[config.mk]
export PLATFORM = sky130hd
export DESIGN_NAME = booth_serial_mult
export DESIGN_NICKNAME = d
export VERILOG_FILES = /design/src/rtl/booth_serial_mult.sv
export SDC_FILE = /design/constraint.sdc
export NUM_CORES = 1
export LEC_CHECK = 0
export BUFFER_PORTS_ARGS = -buffer_cell sky130_fd_sc_hd__buf_2
export CELL_PAD_IN_SITES_DETAIL_PLACEMENT = 0
export CELL_PAD_IN_SITES_GLOBAL_PLACEMENT = 2
export CORE_MARGIN = 2
export CORE_UTILIZATION = 45
export DETAILED_ROUTE_END_ITERATION = 8
export PLACE_DENSITY_LB_ADDON = 0.1
export SYNTH_ARGS = -nofsm -noshare
export SYNTH_HDL_FRONTEND = slang
export SYNTH_SLANG_ARGS = --single-unit
export TNS_END_PERCENT = 5
[constraint.sdc]
create_clock -name clk -period 5 [get_ports clk]
set_input_delay 1 -clock clk [delete_from_list [all_inputs] [get_ports clk]]
set_output_delay 1 -clock clk [all_outputs]
set_load 0.02 [all_outputs]
[src/rtl/booth_serial_mult.sv]
module booth_serial_mult #(
  parameter int XW = 20,
  parameter int CW = 16
) (
  input  logic          clk,
  input  logic          rst_n,
  input  logic          frame_go,
  input  logic          op_bit,
  input  logic [CW-1:0] coef,
  output logic          prod_bit,
  output logic          prod_vld
);
  localparam int N  = XW + CW;
  localparam int TW = $clog2(N + 1);

  logic          act;
  logic [TW-1:0] cnt;
  logic          sgn_q;
  logic [CW-1:0] coef_q;
  logic          take, live, x_eff;
  logic [TW-1:0] pos_t;

  assign take  = frame_go & ~act;
  assign live  = take | act;
  assign pos_t = take ? '0 : cnt;
  assign x_eff = (pos_t < TW'(XW)) ? op_bit : sgn_q;

  always_ff @(posedge clk or negedge rst_n) begin
    if (!rst_n) begin
      act    <= 1'b0;
      cnt    <= '0;
      sgn_q  <= 1'b0;
      coef_q <= '0;
    end else begin
      if (take) begin
        act    <= 1'b1;
        cnt    <= TW'(1);
        coef_q <= coef;
      end else if (act) begin
        cnt <= cnt + TW'(1);
        if (cnt == TW'(N - 1)) act <= 1'b0;
      end
      if (live && pos_t == TW'(XW - 1)) sgn_q <= op_bit;
    end
  end

  // sum, frame flag and start token advance one cell per clock; operand two per cell
  logic [CW:0]   s_c, f_c;
  logic [CW-1:0] t_c, xd_c, xs_c;

  assign s_c[0]  = 1'b0;
  assign f_c[0]  = live;
  assign t_c[0]  = take;
  assign xd_c[0] = x_eff;
  assign xs_c[0] = take;

  for (genvar j = 0; j < CW; j++) begin : g_cell
    logic cb, cbl, pos, neg, blank, xm, term, cin, sum, cout;
    logic s_q, cy_q, pos_q, neg_q, bl_q, f_q;

    if (j == 0) begin : g_src0
      assign cb  = coef[0];
      assign cbl = 1'b0;
    end else begin : g_srcn
      assign cb  = coef_q[j];
      assign cbl = coef_q[j-1];
    end

    assign pos   = t_c[j] ? (cbl & ~cb) : pos_q;
    assign neg   = t_c[j] ? (cb & ~cbl) : neg_q;
    assign blank = xs_c[j] ? 1'b0 : (t_c[j] ? 1'b1 : bl_q);
    assign xm    = ~blank & xd_c[j];
    assign term  = neg ? ~xm : (pos & xm);
    assign cin   = t_c[j] ? neg : cy_q;
    assign sum   = s_c[j] ^ term ^ cin;
    assign cout  = (s_c[j] & term) | (s_c[j] & cin) | (term & cin);

    always_ff @(posedge clk or negedge rst_n) begin
      if (!rst_n) begin
        s_q   <= 1'b0;
        cy_q  <= 1'b0;
        pos_q <= 1'b0;
        neg_q <= 1'b0;
        bl_q  <= 1'b0;
        f_q   <= 1'b0;
      end else begin
        s_q   <= sum;
        cy_q  <= cout;
        pos_q <= pos;
        neg_q <= neg;
        bl_q  <= blank;
        f_q   <= f_c[j];
      end
    end

    assign s_c[j+1] = s_q;
    assign f_c[j+1] = f_q;

    if (j < CW - 1) begin : g_fwd
      logic t_q, x1_q, x2_q, xs1_q, xs2_q;
      always_ff @(posedge clk or negedge rst_n) begin
        if (!rst_n) begin
          t_q   <= 1'b0;
          x1_q  <= 1'b0;
          x2_q  <= 1'b0;
          xs1_q <= 1'b0;
          xs2_q <= 1'b0;
        end else begin
          t_q   <= t_c[j];
          x1_q  <= xd_c[j];
          x2_q  <= x1_q;
          xs1_q <= xs_c[j];
          xs2_q <= xs1_q;
        end
      end
      assign t_c[j+1]  = t_q;
      assign xd_c[j+1] = x2_q;
      assign xs_c[j+1] = xs2_q;
    end
  end

  assign prod_bit = s_c[CW];
  assign prod_vld = f_c[CW];

  logic [TW-1:0] opos;
  always_ff @(posedge clk or negedge rst_n) begin
    if (!rst_n)        opos <= '0;
    else if (prod_vld) opos <= (opos == TW'(N - 1)) ? '0 : opos + TW'(1);
    else               opos <= '0;
  end

  assert_go_ignored_R6: assert property (@(posedge clk) disable iff (!rst_n)
    (frame_go && act) |=> (cnt == $past(cnt) + TW'(1)));

  assert_go_taken_R6: assert property (@(posedge clk) disable iff (!rst_n)
    (frame_go && !act) |=> (act && cnt == TW'(1)));

  assert_pad_sign_R4: assert property (@(posedge clk) disable iff (!rst_n)
    (act && cnt == TW'(XW)) |-> (x_eff == $past(op_bit)));

  assert_pad_hold_R4: assert property (@(posedge clk) disable iff (!rst_n)
    (act && cnt > TW'(XW)) |-> (x_eff == $past(x_eff)));

  assert_frame_len_R3: assert property (@(posedge clk) disable iff (!rst_n)
    (!prod_vld && $past(prod_vld)) |-> ($past(opos) == TW'(N - 1)));
endmodule

==> reports/summary.txt <==
Status: finished clean
Final min period: 2.28 ns
Util after Layout: 53.0%
DP HPWL: 6.86 mm
# diodes: 0
Synth top area cells: dfrtp_1 70%, fa_1 4.7%, nand2_1 4.3%, inv_1 3.2%, o21ai_0 3.0%
Initial antenna violation count: 0
Final hold viol count: 0
DRT Wirelength: 10.6 mm
Hold buffers post-CTS: 0
Slowest-stage cell, CP: inv_2
DRC violations left: 0
First-pass GRT wire length: 18.1 mm
# clock sinks: 180
CTS max path bufs: 2
Cell Area, Synth: 0.00641 mm²
CTS tree: done
Register area share after synthesis: 70.3%
Pin count of the biggest net entering global routing: 106
Critical path buffers and inverters: 2
Vias in the first global route: 3656
Top Layer Used: met4
Initial Utilization: 46.2%
Max stage delay on crit path: 0.37 ns
Final setup viols: 0
DP Worst Slack: 2.25 ns
Synth top cells by count: 180 x dfrtp_1, 73 x nand2_1, 54 x inv_1, 38 x o21ai_0, 36 x nor2_1
IO Pins: 22
Main flop type after synthesis: dfrtp_1
Share of layout cells above drive strength 1: 10.8%
Total CTS buffers: 17
Worst Skew: 0.00499 ns
PD cells: 612 mW/mm²
Routed wl met2: 5.17 mm
Max_slew headroom: 36.9%
Post-synth cell types: 35
Top Family by Delay on Critical Path: multiplexers
DRT iter0 DRCs: 219
Post-DR wirelength/cell: 14.6 µm
Worst vdd ir: 0.000276 V
Pre-Repair DR Iteration Count: 4
DR WL met3: 331 µm
Fin nets: 568
Leakage: 3.61 nW
Max Clk Rate: 438 MHz
H-tree Lvls: 4
Resized cells post-CTS: 0
Root buffer cell: clkbuf_16
Unrepaired setup endpoints after global routing: false
Die ar.: 0.0152 mm²
Gr ovfl total: 0
Routed Antenna Nets: 0
Post-synth EDFFs: 0
Yosys top cell by area: dfrtp_1
Total negative slack: 0 ns
Max-Cap Viols: 0
Placed inst area: 0.00673 mm²
Type of the worst setup path: in2reg
CP Max Fanout: 22
Placed insts: 692
DR vias/cell: 4.77
M1 WL: 4.95 mm
Final period util: 45.7%
R2R setup slack: 2.80 ns
Gpl congestion: 0.752
Ys Warns: 0
Mapped Cells: 494
Yosys reg bits: 180
Yosys top cell area share: 70.3%
# Post-CTS Setup Buffers: 0
Die Ht: 123 µm
CTS clock-pin slew for the worst setup and hold paths: 0.06 ns
Crit-path cells: buf_2, nand2b_4, inv_2, o21ai_1, mux2i_1, mux2_1, ha_1
P&R area growth vs syn: 14.7%
Worst Hold Class: reg2reg
GRT Overall Usage: 16.2%
Pins Over Slew Limit: 0
Syn_nets: 531
Post-synthesis average cell area: 13.0 µm²
Fin cells: 724
Cell Rows: 43
CP Capture Type: flop
Core area: 0.0139 mm²
Die Span X: 123 µm
Setup ws final: 2.72 ns
Slew @ Worst Pin: 0.947 ns
Vias: 3456
CP Data Required Time: 5.30 ns
Buffers on Ports: 21
Post-synth ARST share: 100%
Final instance area: 0.00735 mm²
Clk Latency, worst-skew pair: 0.42 ns
CP arrival: 2.59 ns
Worst setup SP type: input pin
Most frequent cell after synthesis: dfrtp_1
[final cells by class]
| cell class | instances | area [µm²] |
|---|---|---|
| Clock buffer | 24 | 502 |
| Clock inverter | 8 | 121 |
| Fill cell | 1191 | 6530 |
| Inverter | 56 | 210 |
| Multi-Input combinational cell | 253 | 1660 |
| Sequential cell | 180 | 4500 |
| Tap cell | 180 | 225 |
| Timing Repair Buffer | 23 | 126 |
[stage by stage]
step                total power [mW]  hold slack [ns]
floorplan                       2.86            0.331
global placement                3.14            0.332
detailed placement              3.18            0.335
CTS                             4.58            0.349
global route                    4.84            0.352
finish                          4.50            0.347
[layout by cell type, fill, tap and decap left out, types with 2 or more instances in the layout]
cell type  count
a22o_1         5
nor2_1        36
a21boi_1      15
nor2b_1        3
mux2i_1       16
xnor2_1        2
inv_2          2
buf_4          2
clkinv_2       3
ha_1           2
clkbuf_8       5
bufinv_16      3
nand3b_1      23
clkbuf_16     17
o21ai_0       38
mux2_1         3
inv_1         54
o2bb2ai_1      5
buf_2         20
clkbuf_1       2
dfrtp_1      180
fa_1          15
nand2_1       73
nand3_1        2
[cells by family after synthesis]
kind of cell             Yosys count  synth area share (%)
adder cells (fa/ha/maj)           17                  5.07
AND/OR/NAND/NOR                  144                  10.4
flip-flops                       180                  70.3
buffers and inverters             61                  3.81
AO/OA/AOI/OAI                     70                  6.99
multiplexers                      19                  3.02
XOR/XNOR                           3                 0.410
[power breakdown]
part | leakage [nW] | internal, mW | switching, mW
Sequential | 2.25 | 1.98 | 0.304
Combinational | 1.06 | 0.389 | 0.453
Clock | 0.306 | 0.852 | 0.520
Total | 3.61 | 3.22 | 1.28
[worst paths after layout]
path,start,to,depth (start not counted)
max,frame_go,g_cell[0].s_q,7
min,g_cell[8].f_q,g_cell[9].f_q,0
max reg2reg,act,g_cell[0].s_q,6
min reg2reg,g_cell[8].f_q,g_cell[9].f_q,0
max in group asynchronous,rst_n,g_cell[5].neg_q,2
min in group asynchronous,rst_n,g_cell[10].f_q,1
[per-layer routing]
metal	track usage, %	vias to the layer above
met4	6.68	0
met2	25.5	33
met1	21.1	1748
li1	-	1660
met3	4.57	15
met5	0	-
[flip-flops by register name, summed over array words and instances (netlist names), 12 cells and up]
name and flops:
coef_q 16, g_cell.bl_q 16, g_cell.cy_q 16, g_cell.f_q 15, g_cell.g_fwd.t_q 12, g_cell.g_fwd.x1_q 15
g_cell.g_fwd.x2_q 15, g_cell.neg_q 16, g_cell.pos_q 16, g_cell.s_q 15
Note: power is estimated with default switching activity, not from simulation.
